File: config.mk
export PLATFORM = sky130hd
export DESIGN_NAME = dual_bank_deser
export DESIGN_NICKNAME = d
export VERILOG_FILES = /design/src/rtl/deser_pkg.sv /design/src/rtl/deser_framer.sv /design/src/rtl/deser_lanes.sv /design/src/rtl/deser_word_pipe.sv /design/src/rtl/deser_launch.sv /design/src/rtl/dual_bank_deser.sv
export SDC_FILE = /design/constraint.sdc
export NUM_CORES = 1
export LEC_CHECK = 0
export CAP_MARGIN = 20
export CORE_MARGIN = 2
export CORE_UTILIZATION = 35
export CTS_CLUSTER_SIZE = 20
export DETAILED_ROUTE_END_ITERATION = 10
export SLEW_MARGIN = 5
export SYNTH_ARGS = -nofsm -noshare
export SYNTH_HDL_FRONTEND = slang
export SYNTH_SLANG_ARGS = --single-unit
File: constraint.sdc
create_clock -name clk -period 7.4 [get_ports clk]
set_input_delay 0.74 -clock clk [delete_from_list [all_inputs] [get_ports clk]]
set_output_delay 0.74 -clock clk [all_outputs]
set_load 0.01 [all_outputs]
File: src/rtl/deser_pkg.sv
package deser_pkg;
  typedef enum logic [1:0] {
    LAUNCH_CENTRE = 2'b00,
    LAUNCH_EARLY1 = 2'b01,
    LAUNCH_LATE1  = 2'b10,
    LAUNCH_EARLY2 = 2'b11
  } launch_e;
endpackage

File: src/rtl/deser_framer.sv
module deser_framer #(
  parameter int BITS = 7,
  localparam int CW = $clog2(BITS)
) (
  input  logic          clk,
  input  logic          rst,
  input  logic          pix_clk_in,
  output logic [CW-1:0] slot,
  output logic          word_start
);
  logic          pix_d;
  logic [CW-1:0] cnt_q;
  logic          pix_rise;

  assign pix_rise   = pix_clk_in & ~pix_d;
  assign slot       = pix_rise ? '0 : cnt_q;
  assign word_start = (slot == '0);

  always_ff @(posedge clk) begin
    if (rst) begin
      pix_d <= 1'b0;
      cnt_q <= '0;
    end else begin
      pix_d <= pix_clk_in;
      if (slot == CW'(BITS - 1)) cnt_q <= '0;
      else                       cnt_q <= slot + 1'b1;
    end
  end
endmodule

File: src/rtl/deser_lanes.sv
module deser_lanes #(
  parameter int BITS = 7,
  parameter int LANES = 10,
  localparam int CW = $clog2(BITS),
  localparam int W = BITS * LANES
) (
  input  logic             clk,
  input  logic             rst,
  input  logic [LANES-1:0] ser_in,
  input  logic [CW-1:0]    slot,
  output logic [W-1:0]     frame
);
  for (genvar l = 0; l < LANES; l++) begin : g_lane
    logic [BITS-1:0] acc_q;
    always_ff @(posedge clk) begin
      if (rst) acc_q <= '0;
      else     acc_q[slot] <= ser_in[l];
    end
    assign frame[l*BITS +: BITS] = acc_q;
  end
endmodule

File: src/rtl/deser_word_pipe.sv
module deser_word_pipe #(
  parameter int W = 70,
  parameter int DEPTH = 3
) (
  input  logic         clk,
  input  logic         rst,
  input  logic         advance,
  input  logic [W-1:0] din,
  output logic [W-1:0] dout
);
  logic [W-1:0] stage_q [DEPTH];

  for (genvar s = 0; s < DEPTH; s++) begin : g_stage
    logic [W-1:0] src;
    if (s == 0) begin : g_first
      assign src = din;
    end else begin : g_next
      assign src = stage_q[s-1];
    end
    always_ff @(posedge clk) begin
      if (rst)          stage_q[s] <= '0;
      else if (advance) stage_q[s] <= src;
    end
  end

  assign dout = stage_q[DEPTH-1];
endmodule

File: src/rtl/deser_launch.sv
module deser_launch
  import deser_pkg::*;
#(
  parameter int BITS = 7,
  parameter int LANES_PER_BANK = 5,
  parameter int BANKS = 2,
  localparam int CW = $clog2(BITS),
  localparam int LANES = LANES_PER_BANK * BANKS,
  localparam int W = BITS * LANES,
  localparam int HI_START = BITS / 2
) (
  input  logic             clk,
  input  logic             rst,
  input  logic [CW-1:0]    slot,
  input  logic [W-1:0]     word,
  input  logic [1:0]       adj,
  input  logic             strobe_rise,
  input  logic             pwdn_n,
  input  logic [BANKS-1:0] bank_en,
  input  logic [LANES-1:0] lane_dis,
  output logic [W-1:0]     dout,
  output logic             clk_out
);
  logic [CW-1:0] load_slot;
  logic          load;
  logic [W-1:0]  held_q;
  logic [W-1:0]  mask;
  launch_e       mode;

  assign mode = launch_e'(adj);

  // Held register loads one edge before the output register shows the word.
  always_comb begin
    unique case (mode)
      LAUNCH_CENTRE: load_slot = CW'(BITS - 1);
      LAUNCH_EARLY1: load_slot = CW'(BITS - 2);
      LAUNCH_LATE1:  load_slot = '0;
      default:       load_slot = CW'(BITS - 3);
    endcase
  end
  assign load = (slot == load_slot);

  for (genvar l = 0; l < LANES; l++) begin : g_mask
    assign mask[l*BITS +: BITS] =
      {BITS{bank_en[l / LANES_PER_BANK] & ~lane_dis[l]}};
  end

  always_ff @(posedge clk) begin
    if (rst || !pwdn_n) begin
      held_q  <= '0;
      dout    <= '0;
      clk_out <= 1'b0;
    end else begin
      if (load) held_q <= word;
      dout    <= held_q & mask;
      clk_out <= (slot >= CW'(HI_START)) ^ ~strobe_rise;
    end
  end
endmodule

File: src/rtl/dual_bank_deser.sv
module dual_bank_deser #(
  parameter int BITS = 7,
  parameter int LANES_PER_BANK = 5,
  parameter int PIPE_WORDS = 3,
  localparam int BANKS = 2,
  localparam int LANES = LANES_PER_BANK * BANKS,
  localparam int W = BITS * LANES,
  localparam int CW = $clog2(BITS)
) (
  input  logic             clk,
  input  logic             rst,
  input  logic             pix_clk_in,
  input  logic [LANES-1:0] ser_in,
  input  logic             pwdn_n,
  input  logic             strobe_rise,
  input  logic [1:0]       adj,
  input  logic             even_en,
  input  logic             odd_en,
  input  logic [LANES-1:0] lane_dis,
  output logic [W-1:0]     dout,
  output logic             clk_out
);
  logic [CW-1:0] slot;
  logic          word_start;
  logic [W-1:0]  frame;
  logic [W-1:0]  piped;

  deser_framer #(.BITS(BITS)) u_framer (
    .clk        (clk),
    .rst        (rst),
    .pix_clk_in (pix_clk_in),
    .slot       (slot),
    .word_start (word_start)
  );

  deser_lanes #(.BITS(BITS), .LANES(LANES)) u_lanes (
    .clk    (clk),
    .rst    (rst),
    .ser_in (ser_in),
    .slot   (slot),
    .frame  (frame)
  );

  deser_word_pipe #(.W(W), .DEPTH(PIPE_WORDS)) u_pipe (
    .clk     (clk),
    .rst     (rst),
    .advance (word_start),
    .din     (frame),
    .dout    (piped)
  );

  deser_launch #(
    .BITS(BITS), .LANES_PER_BANK(LANES_PER_BANK), .BANKS(BANKS)
  ) u_launch (
    .clk         (clk),
    .rst         (rst),
    .slot        (slot),
    .word        (piped),
    .adj         (adj),
    .strobe_rise (strobe_rise),
    .pwdn_n      (pwdn_n),
    .bank_en     ({odd_en, even_en}),
    .lane_dis    (lane_dis),
    .dout        (dout),
    .clk_out     (clk_out)
  );
endmodule

==> After elaboration in Yosys (flattened, before gate mapping) <==
Memory sizes are Yosys's and may differ from the RTL's. A register that Yosys moved wholly into a read port is not among the register bits.
Cells that the tools add are included.
{ "totals": {"ff_bits": 145, "ram_bits": 210, "in_bits": 29, "memories": 1} }
{ "memory_table": {"columns": ["memory", "words", "width", "rd", "rd_clocked_by_memory_dff", "wr", "line_no", "text"], "rows": [
  ["u_pipe.stage_q", 3, 70, 3, 1, 3, "deser_word_pipe.sv:11", "logic [W-1:0] stage_q [DEPTH];"]
]} }
{ "op_classes": {"addsub": 1, "order_cmp": 3, "eq_ne": 4, "muxes": 22, "bitwise_logic": 28, "reduce_logical": 6} }
{ "op_table": {"columns": ["operator", "count"], "rows": [
  ["two-way mux 70 bit", 3],
  ["AND 70 bit", 1],
  ["bitwise mux 7 bit", 10],
  ["inverter 1 bit", 12],
  ["AND 1 bit", 11],
  ["case mux 3 bit (3 select lines)", 1],
  ["two-way mux 1 bit", 6],
  ["< comparator 3 x 4 -> 1 bit (second input constant)", 1],
  ["adder 3 x 1 -> 3 bit (second input constant)", 1],
  ["demux 1 bit (select 3 bit)", 1],
  ["== test 3 bit", 1],
  ["== test 3 bit (second input constant)", 1],
  [">= comparator 3 x 1 -> 1 bit (second input constant)", 1],
  [">= comparator 3 x 2 -> 1 bit (second input constant)", 1],
  ["logical NOT 3 bit", 1],
  ["two-way mux 3 bit", 1],
  ["OR 1 bit", 3],
  ["== test 2 x 1 -> 1 bit (second input constant)", 1],
  ["== test 2 bit (second input constant)", 1],
  ["logical NOT 2 bit", 1],
  ["OR reduction 2 bit", 1],
  ["logical AND 1 bit", 1],
  ["logical NOT 1 bit", 1],
  ["logical OR 1 bit", 1],
  ["XOR 1 bit", 1]
]} }

==> Longest topological paths before layout <==
Gate-level depths: netlist of run 1.
{ "logic_depth": {"word_depth": 8, "ltp_mapped": 8} }

==> Cells and area by module <==
From an unflattened synthesis of run 1, not the netlist that was laid out.
{ "hier_totals": {"hier_cells": 1215, "hier_area_um2": 16733.5} }
{ "by_module_without_submodules": {"columns": ["module", "instances", "cells_per_inst", "area_per_inst_um2", "seq_area_each_um2"], "rows": [
  ["deser_word_pipe", 1, 467, 8615.8, 6306.0],
  ["deser_launch", 1, 482, 5143.7, 2822.7],
  ["deser_lanes", 1, 243, 2753.9, 1401.3],
  ["deser_framer", 1, 23, 220.2, 80.1]
]} }

==> Worst setup path before layout of run 1 <==
No wires, ideal clock.
{ "synth_path": {"path_type": "input port to flip-flop", "start": "input port pix_clk_in", "end": "memory u_pipe.stage_q[0][0], enable pin", "arrival_ns": 5.424, "required_ns": 6.830, "path_slack_ns": 1.406, "path_stages": 5, "n_path_buf": 1, "path_cell_list": "nand2b_2 buf_4 nand2_1 ha_1 a21o_1"} }
{ "synth_lines": {"columns": ["item", "line_no", "text"], "rows": [
  ["start: declaration", "dual_bank_deser.sv:12", "input logic pix_clk_in,"],
  ["end: declaration", "deser_word_pipe.sv:11", null]
]} }

==> results of run 1 <==
-- how the worst min path moves through the flow --
stage                     endpoint  slack (ns)  cells after the start
2_1_floorplan     u_launch.dout[0]        0.43                      1
3_3_place_gp   u_launch.held_q[53]        0.44                      2
3_5_place_dp     u_launch.dout[26]        0.44                      1
4_1_cts        u_launch.held_q[50]        0.45                      2
5_1_grt         u_launch.held_q[2]        0.47                      2
6_report       u_launch.held_q[50]        0.45                      2
-- report_power, final --
| part | leakage (nW) | internal (W) | switching, W |
|---|---|---|---|
| clock network | 0.717 | 0.00129 | 0.000855 |
| registers | 4.15 | 0.00261 | 0.0000371 |
| logic | 2.24 | 0.0000741 | 0.000132 |
-- final cells by class --
cell class,count,share of cell area [%]
Antenna cell,1,0.01379
Clock buffer,64,7.364
Timing Repair Buffer,109,5.937
Tap cell,585,4.034
Clock inverter,14,0.5654
Multi-Input combinational cell,677,23.59
Sequential cell,425,58.47
Inverter,1,0.02069
-- cell usage in the layout (no fill, tap or decap), types with 2 or more instances in the layout --
cell and instances:
nand4b_1 3, edfxtp_1 210, clkinv_2 8, clkdlybuf4s50_1 98, ha_1 2, nand2_1 145, xor2_1 2, inv_6 2
nand3_1 2, and3b_1 2, and2_1 281, dfxtp_1 215, clkinv_1 2, mux2i_1 140, clkbuf_1 7, buf_4 8
clkbuf_8 7, nor2_1 82, nor4b_2 2, clkbuf_16 48
-- metal layers --
layer  up-vias  routed length (um)  GRT usage, %
met3        43                1354         2.824
met5         -                  11             0
li1       4059                   -             -
met4         2                 585         3.810
met2       127                9808         15.20
met1      3446               12620         16.45
-- per-stage QoR --
step	power [W]	instances	util, %	area [um^2]	setup WS [ns]
floorplan	0.002851	1168	-	15260	1.406
global placement	0.002903	1796	38.75	16690	3.690
detailed placement	0.002908	1797	38.78	16700	3.580
CTS	0.005063	1875	42.12	18140	4.138
global route	0.005188	1875	42.12	18140	3.848
finish	0.004992	1876	42.12	18140	4.224
-- cell families (layout without fill, tap and decap cells) --
family                   count (synthesis)  in the layout
adder cells (fa/ha/maj)                  2              2
AND/OR/NAND/NOR                        526            526
buffers and inverters                   66            188
AO/OA/AOI/OAI                            7              7
multiplexers                           140            140
other                                    0              1
XOR/XNOR                                 2              2
flip-flops                             425            425
-- sequential cells by signal (all words and copies together), names as in the netlist --
register	count
u_framer.cnt_q	3
u_framer.pix_d	1
u_lanes.g_lane.acc_q	70
u_launch.clk_out	1
u_launch.dout	70
u_launch.held_q	70
u_pipe.stage_q	210
-- critical path: stages --
cell and delay (ns):
clkdlybuf4s50_1 0.50, nand2b_2 0.16, nand2_1 0.13, ha_1 0.19, and3b_4 0.82, buf_4 0.74, and2_1 0.24
==> flow_summary.toml, run 1 <==
[global_routing]
gr-total-overflow = 0
grt_antenna_before_repair = 1
grt_usage_pct = 10.97
grt_pass1_vias = 7429
grt_max_degree = 177
grt_pass1_wl_um = 40140

[synth]
seq_area_frac_synth_pct = 69.54
yosysTopAreaCell = "edfxtp_1"
dominantRegCellSynth = "dfxtp_1"
synth_adder_area_share_pct = 0.1640
synth_edf_count = 210
synth_top_family_by_area = "simple AND/OR/NAND/NOR gates"
synth_compound_area_share_pct = 0.3362
synthTopCellsByArea = "edfxtp_1, dfxtp_1, and2_1"
syn-num-nets = 1199
ys_ff_latch = 425
synthArstFlopShare_pct = 0
yosys.area.top_type_share_pct = 41.33
synth_cell_types = 32
synth_mux_area_share_pct = 9.185
synth_xor_area_share_pct = 0.1148
synth_area_um2 = 15260
yosys-top-cells-count = "and2_1, dfxtp_1, edfxtp_1, nand2_1, mux2i_1"
yosys.area_share.simple_pct = 18.02
avgSynthCellArea_um2 = 13.06
ys.warnings.count = 0
yosysMostFrequentCell = "and2_1"
syn_inst = 1168

[clock_tree]
worstSkewPairLatency_ns = 0.54
ctsLongestPathBuffers = 3
cts-resized-gates = 0
cts.clk_slew.worst_paths_ns = 0.06
clkSinkCount = 425
ctsHoldBuffers = 0
cts_max_level = 2
cts_setup_buffers = 0
cts_tree = "built"
clock-root-buffer = "clkbuf_16"
cts_inserted_buffers = 42

[floorplan]
num_io_pins = 100
die_w_um = 212.8
dieHeight_um = 212.8
fp.dieArea_um2 = 45280
core_um2 = 43080
start_util_pct = 35.42
num_rows = 76

[timing]
fmax_mhz = 314.9
tightest_slew_ns = 1.028
slew_headroom_pct = 31.08
finalCritPeriodShare_pct = 42.91
rsz0062_at_grt = "no"
hold_violations = 0
final-setup-viol-count = 0
slew_violations = 0
skew_ns = 0.01064
min_period_ns = 3.176
hold_slack_ns = 0.4512
finalSetupTns_ns = 0

[placed_design]
io_buffer_count = 99
place_congestion = 0.6809
dp_hpwl_um = 14830

[critical_path]
crit_path_start_kind = "primary input"
crit_fanout = 107
rr_endpoint = "u_pipe.stage_q[2][56]"
reg2reg_depth = 6
crit_arrival_ns = 3.57
critPathCapture = "u_pipe.stage_q[2][56]"
reg2reg_from = "u_framer.pix_d"
critPathLaunch = "pix_clk_in"
ff2ff_setup_slack_ns = 4.54
worst_ep_required_time_ns = 7.80
end_kind = "flop"
worstSetupPathType = "in -> reg"

[drt]
first_iter_violations = 482
routedWlPerCell_um = 12.99
ant_nets = 0
drt_first_pass_iters = 5
wirelength_um = 24380
drcViolationCount = 0
avgViaCountPerCell = 4.092
num_vias = 7677

[finish]
multiInputGateArea_um2 = 4280
synthToLayoutAreaGrowth_pct = 18.93
nNetsFinal = 1287
seq_area_um2 = 10610
drive_gt1_share_pct = 6.822
fill_cells = 3923

[power]
leakage_nw = 7.102
vdd_drop_max_v = 0.0001530
powerDensity_nw_per_um2 = 275.1

[outcome]
status = "completed"

[hold_path]
min_from = "u_launch.held_q[50]"
hp-class = "reg -> reg"

[flow_run]
maxCapViolCount = 0
(Power assumes the default switching activity.)
==> inputs of run 2 (changes only) <==
==> constraint.sdc (replaced) <==
create_clock -name clk -period 2.7 [get_ports clk]
set_input_delay 0.27 -clock clk [delete_from_list [all_inputs] [get_ports clk]]
set_output_delay 0.27 -clock clk [all_outputs]
set_load 0.01 [all_outputs]
==> run 2 against run 1 <==
Routed wire length rose by 1.9%. Clock-buffer cell count did not move. Critical path depth fell by 2. Critical path type is now reg -> reg.
==> flow_summary.toml, run 2 (synthesis gave the netlist of run 1 again) <==
[placed_design]
dp_hpwl_um = 15760
pre_cts_slack_ns = 0.2873
io_buffer_count = 99
place_congestion = 0.6954

[timing]
hold_violations = 0
rsz0062_at_grt = "no"
final-setup-viol-count = 0
slew_violations = 0
tightest_slew_ns = 0.7022
min_period_ns = 2.074
skew_ns = 0.01233
finalCritPeriodShare_pct = 76.81
fmax_mhz = 482.2
slew_headroom_pct = 53.19
hold_slack_ns = 0.1103
finalWorstSetupSlack_ns = 0.6262
finalSetupTns_ns = 0

[drt]
drt_first_pass_iters = 5
drcViolationCount = 0
wirelength_um = 24840
ant_nets = 0
first_iter_violations = 373
avgViaCountPerCell = 4.094
num_vias = 7730
routedWlPerCell_um = 13.16

[clock_tree]
clkSinkCount = 425
cts_inserted_buffers = 42
cts_tree = "built"
cts_max_level = 2
cts-resized-gates = 0
cts.clk_slew.worst_paths_ns = 0.06
ctsHoldBuffers = 0
worstSkewPairLatency_ns = 0.53
cts_setup_buffers = 0
ctsLongestPathBuffers = 3
clock-root-buffer = "clkbuf_16"

[hold_path]
hp-class = "in -> reg"

[floorplan]
num_io_pins = 100
die_w_um = 212.8
fp.dieArea_um2 = 45280
dieHeight_um = 212.8
num_rows = 76
start_util_pct = 35.42
core_um2 = 43080

[power]
powerDensity_nw_per_um2 = 744.6
vdd_drop_max_v = 0.0004352
leakage_nw = 7.168

[critical_path]
worst_ep_required_time_ns = 2.98
crit_path_start_kind = "flop"
crit_arrival_ns = 2.35
end_kind = "flop"
crit_fanout = 210
ff2ff_setup_slack_ns = 0.63
worstSetupPathType = "reg -> reg"

[flow_run]
maxCapViolCount = 0

[finish]
drive_gt1_share_pct = 7.143
fill_cells = 3946
largest_reg_flops = 210
synthToLayoutAreaGrowth_pct = 19.88
final_cell_mix = "and2_1, dfxtp_1, edfxtp_1"
largest-register = "u_pipe.stage_q"
nNetsFinal = 1299
final_common_cell = "and2_1"

[outcome]
status = "completed"

[global_routing]
grt_usage_pct = 11.19
grt_pass1_wl_um = 40800
grt_antenna_before_repair = 3
gr-total-overflow = 0
grt_pass1_vias = 7430
grt_max_degree = 211
-- run 2: cell count changes in the layout (fill, tap and decap cells not counted), moves of 2 or more --
cell	delta
buf_4	+5
clkbuf_1	+4
bufinv_16	+2
clkinv_2	-4
buf_12	+8
clkinv_4	+2
clkbuf_8	-2
clkinv_1	+3
inv_6	-2
clkbuf_16	-3
clkbuf_2	+2
-- run 2: through the flow --
step                total power, W  instance area (um^2)  utilization (%)  std cells
finish                     0.01362                 18290            42.46       1888
global route               0.01413                 18290            42.45       1887
CTS                        0.01381                 18290            42.45       1887
detailed placement        0.008001                 16890            39.21       1809
global placement          0.007985                 16890            39.21       1809
floorplan                 0.007787                 15260                -       1168
-- run 2: final timing paths --
path / startpoint / depth (start not counted) / endpoint
setup / recovery: u_framer.cnt_q[0] / 5 / u_pipe.stage_q[2][58]
hold / removal: rst / 2 / u_lanes.g_lane[0].acc_q[2]
setup reg to reg: u_framer.cnt_q[0] / 5 / u_pipe.stage_q[2][58]
hold reg to reg: u_launch.held_q[46] / 2 / u_launch.held_q[46]
-- run 2: report_power, final --
part	internal, W	switching (W)	leakage [nW]
clock network	0.00349	0.00228	0.690
logic	0.000232	0.000374	2.33
registers	0.00714	0.0000999	4.15
-- run 2: worst max-delay path, stage by stage (launching register included) --
cell and delay (ns):
dfxtp_1 0.55, nand2_1 0.13, ha_1 0.25, and3b_4 0.21, buf_12 0.21, and2_1 0.31
-- run 2: final cells by class --
cell class              count  area [um^2]  area share (%)
flip-flops and latches    425        10610           58.01
multi-input cells         677         4280           23.40
repair buffers            121         1264           6.909
clock buffers              64         1251           6.841
well taps                 585        732.0           4.002
clock inverters            14        146.4          0.8004
inverters                   1        3.754         0.02052
diodes                      1        2.502         0.01368
-- run 2: metal layers --
metal  vias up  routed length, um  track usage (%)
met1      3489              13080            16.87
met3        49               1092            2.589
met5         -                 26                0
met2       108               9991            15.57
met4         4                648            3.979
li1       4080                  -                -
==> inputs of run 3 (changes only) <==
==> constraint.sdc (replaced) <==
create_clock -name clk -period 2.2 [get_ports clk]
set_input_delay 0.22 -clock clk [delete_from_list [all_inputs] [get_ports clk]]
set_output_delay 0.22 -clock clk [all_outputs]
set_load 0.01 [all_outputs]
==> run 3 against run 2 <==
Final cell count up 1.3%. Total power grew 26%. Sequential cell count unchanged. Via count grew 1.0%. Sequential share of layout area shrank 1.1 points. Critical path depth increased by 1. Clock power grew 28%. Die area is the same. Critical path type unchanged.
==> flow_summary.toml, run 3 (synthesis gave the netlist of run 1 again) <==
[floorplan]
fp.dieArea_um2 = 45280
core_um2 = 43080
die_w_um = 212.8
num_rows = 76
dieHeight_um = 212.8
num_io_pins = 100
start_util_pct = 35.42

[hold_path]
min_path_cells = 3
min_from = "rst"
hp-class = "in -> reg"

[outcome]
status = "completed"

[placed_design]
io_buffer_count = 99
place_congestion = 0.7548
dp_hpwl_um = 16700
dpl-instance-area_um2 = 17200
place_inst = 1832

[finish]
fill_cells = 3949
nNetsFinal = 1323
synthToLayoutAreaGrowth_pct = 22.22
design_area_um2 = 18650
post-route-util_pct = 43.29
largest-register = "u_pipe.stage_q"
stdcell_count = 1912
final_cell_mix = "and2_1, dfxtp_1, edfxtp_1"
largest_reg_flops = 210
final_common_cell = "and2_1"
drive_gt1_share_pct = 9.427

[power]
netSwitchingFraction_pct = 20.58
p_sw_w = 0.003520
powerDensity_nw_per_um2 = 917.2
pwr-share-comb_pct = 4.8
intPower_w = 0.01358
vdd_drop_max_v = 0.0004793
p_seq_share_pct = 52.0
leakage_nw = 7.352
clock_power_share_pct = 43.2

[timing]
finalCritPeriodShare_pct = 91.60
final-setup-viol-count = 0
tightest_slew_ns = 0.6022
skew_ns = 0.01348
fmax_mhz = 496.2
hold_slack_ns = 0.1579
slew_violations = 0
hold_violations = 0
rsz0062_at_grt = "no"
finalSetupTns_ns = 0
min_period_ns = 2.015
slew_headroom_pct = 59.86

[global_routing]
grt_usage_pct = 11.46
grt_antenna_before_repair = 2
grt_pass1_vias = 7815
gr-total-overflow = 0
grt_pass1_wl_um = 42040
grt_max_degree = 79

[critical_path]
reg2reg_depth = 6
crit_slowest_cell = "dfxtp_1"
path_cells = "xor2_1, o2111ai_1, a22oi_2, buf_12, buf_12, mux2i_1"
critPathLaunch = "u_framer.cnt_q[0]"
crit_fanout = 21
crit_path_max_incr_delay_ns = 0.61
crit_arrival_ns = 2.48
crit_path_start_kind = "flop"
worstSetupPathType = "reg -> reg"
reg2reg_from = "u_framer.cnt_q[0]"
cp_common_cell = "buf_12"
end_kind = "flop"
worst_ep_required_time_ns = 2.66

[clock_tree]
worstSkewPairLatency_ns = 0.54
ctsLongestPathBuffers = 3
cts_tree = "built"
clock-root-buffer = "clkbuf_16"
cts.clk_slew.worst_paths_ns = 0.06
cts_max_level = 2
clkSinkCount = 425
ctsHoldBuffers = 0
cts_inserted_buffers = 43
cts-resized-gates = 0
cts_setup_buffers = 0

[drt]
drcViolationCount = 0
wl_met1_um = 13190
drt_first_pass_iters = 7
wirelength_um = 25280
ant_nets = 0
wl_met2_um = 10410
wl_met3_um = 1056
routedWlPerCell_um = 13.22
highest_layer = "met5"
num_vias = 7807
first_iter_violations = 480
avgViaCountPerCell = 4.083

[flow_run]
maxCapViolCount = 0
[run 3: cell count changes in the layout (fill, tap and decap cells not counted), sizes merged]
| cell | before | now |
|---|---|---|
| buf | 23 | 46 |
| bufinv | 3 | 5 |
| clkbuf | 64 | 62 |
| clkinv | 11 | 6 |
| clkinvlp | 0 | 2 |
| inv | 1 | 5 |
[run 3: layer usage]
| layer | vias to the layer above | track usage, % |
|---|---|---|
| met4 | 2 | 3.906 |
| met2 | 115 | 16.60 |
| li1 | 4134 | - |
| met1 | 3508 | 17.00 |
| met3 | 48 | 2.339 |
| met5 | - | 0 |
[run 3: worst max-delay path: cells and delay by family, from the launching register on]
family,cells,cell delay (ns)
compound gates,2,0.50
mux,1,0.20
buf+inv,2,0.42
xor+xnor,1,0.19
flops,1,0.61
[run 3: cell type report]
cell class / count / area [um^2] / area share (%)
Antenna cell: 1 / 2.502 / 0.01342
Clock buffer: 62 / 1220 / 6.542
Clock inverter: 17 / 229.0 / 1.228
Inverter: 1 / 3.754 / 0.02013
Multi-Input combinational cell: 677 / 4313 / 23.13
Sequential cell: 425 / 10610 / 56.90
Tap cell: 585 / 732.0 / 3.925
Timing Repair Buffer: 144 / 1536 / 8.240
[run 3: final timing paths]
| check | to | slack [ns] |
|---|---|---|
| max reg2reg | u_launch.held_q[63] | 0.18 |
| min reg2reg | u_launch.held_q[48] | 0.45 |
| min | u_lanes.g_lane[1].acc_q[3] | 0.16 |
| max | u_launch.held_q[63] | 0.18 |
[run 3: metrics by stage]
stage	setup WS, ns	power [W]
finish	0.1847	0.01710
global route	0.04040	0.01775
CTS	0.1983	0.01731
detailed placement	0.03600	0.009910
global placement	0.06400	0.009885
floorplan	-0.3639	0.009565
[run 3: power by group through the flow]
stage               registers (W)  clock network, W  logic (W)
floorplan                 0.00901                 0   0.000552
global placement          0.00906                 0   0.000828
detailed placement        0.00906                 0   0.000847
CTS                       0.00889           0.00757   0.000849
global route              0.00893           0.00790   0.000919
finish                    0.00889           0.00738   0.000828
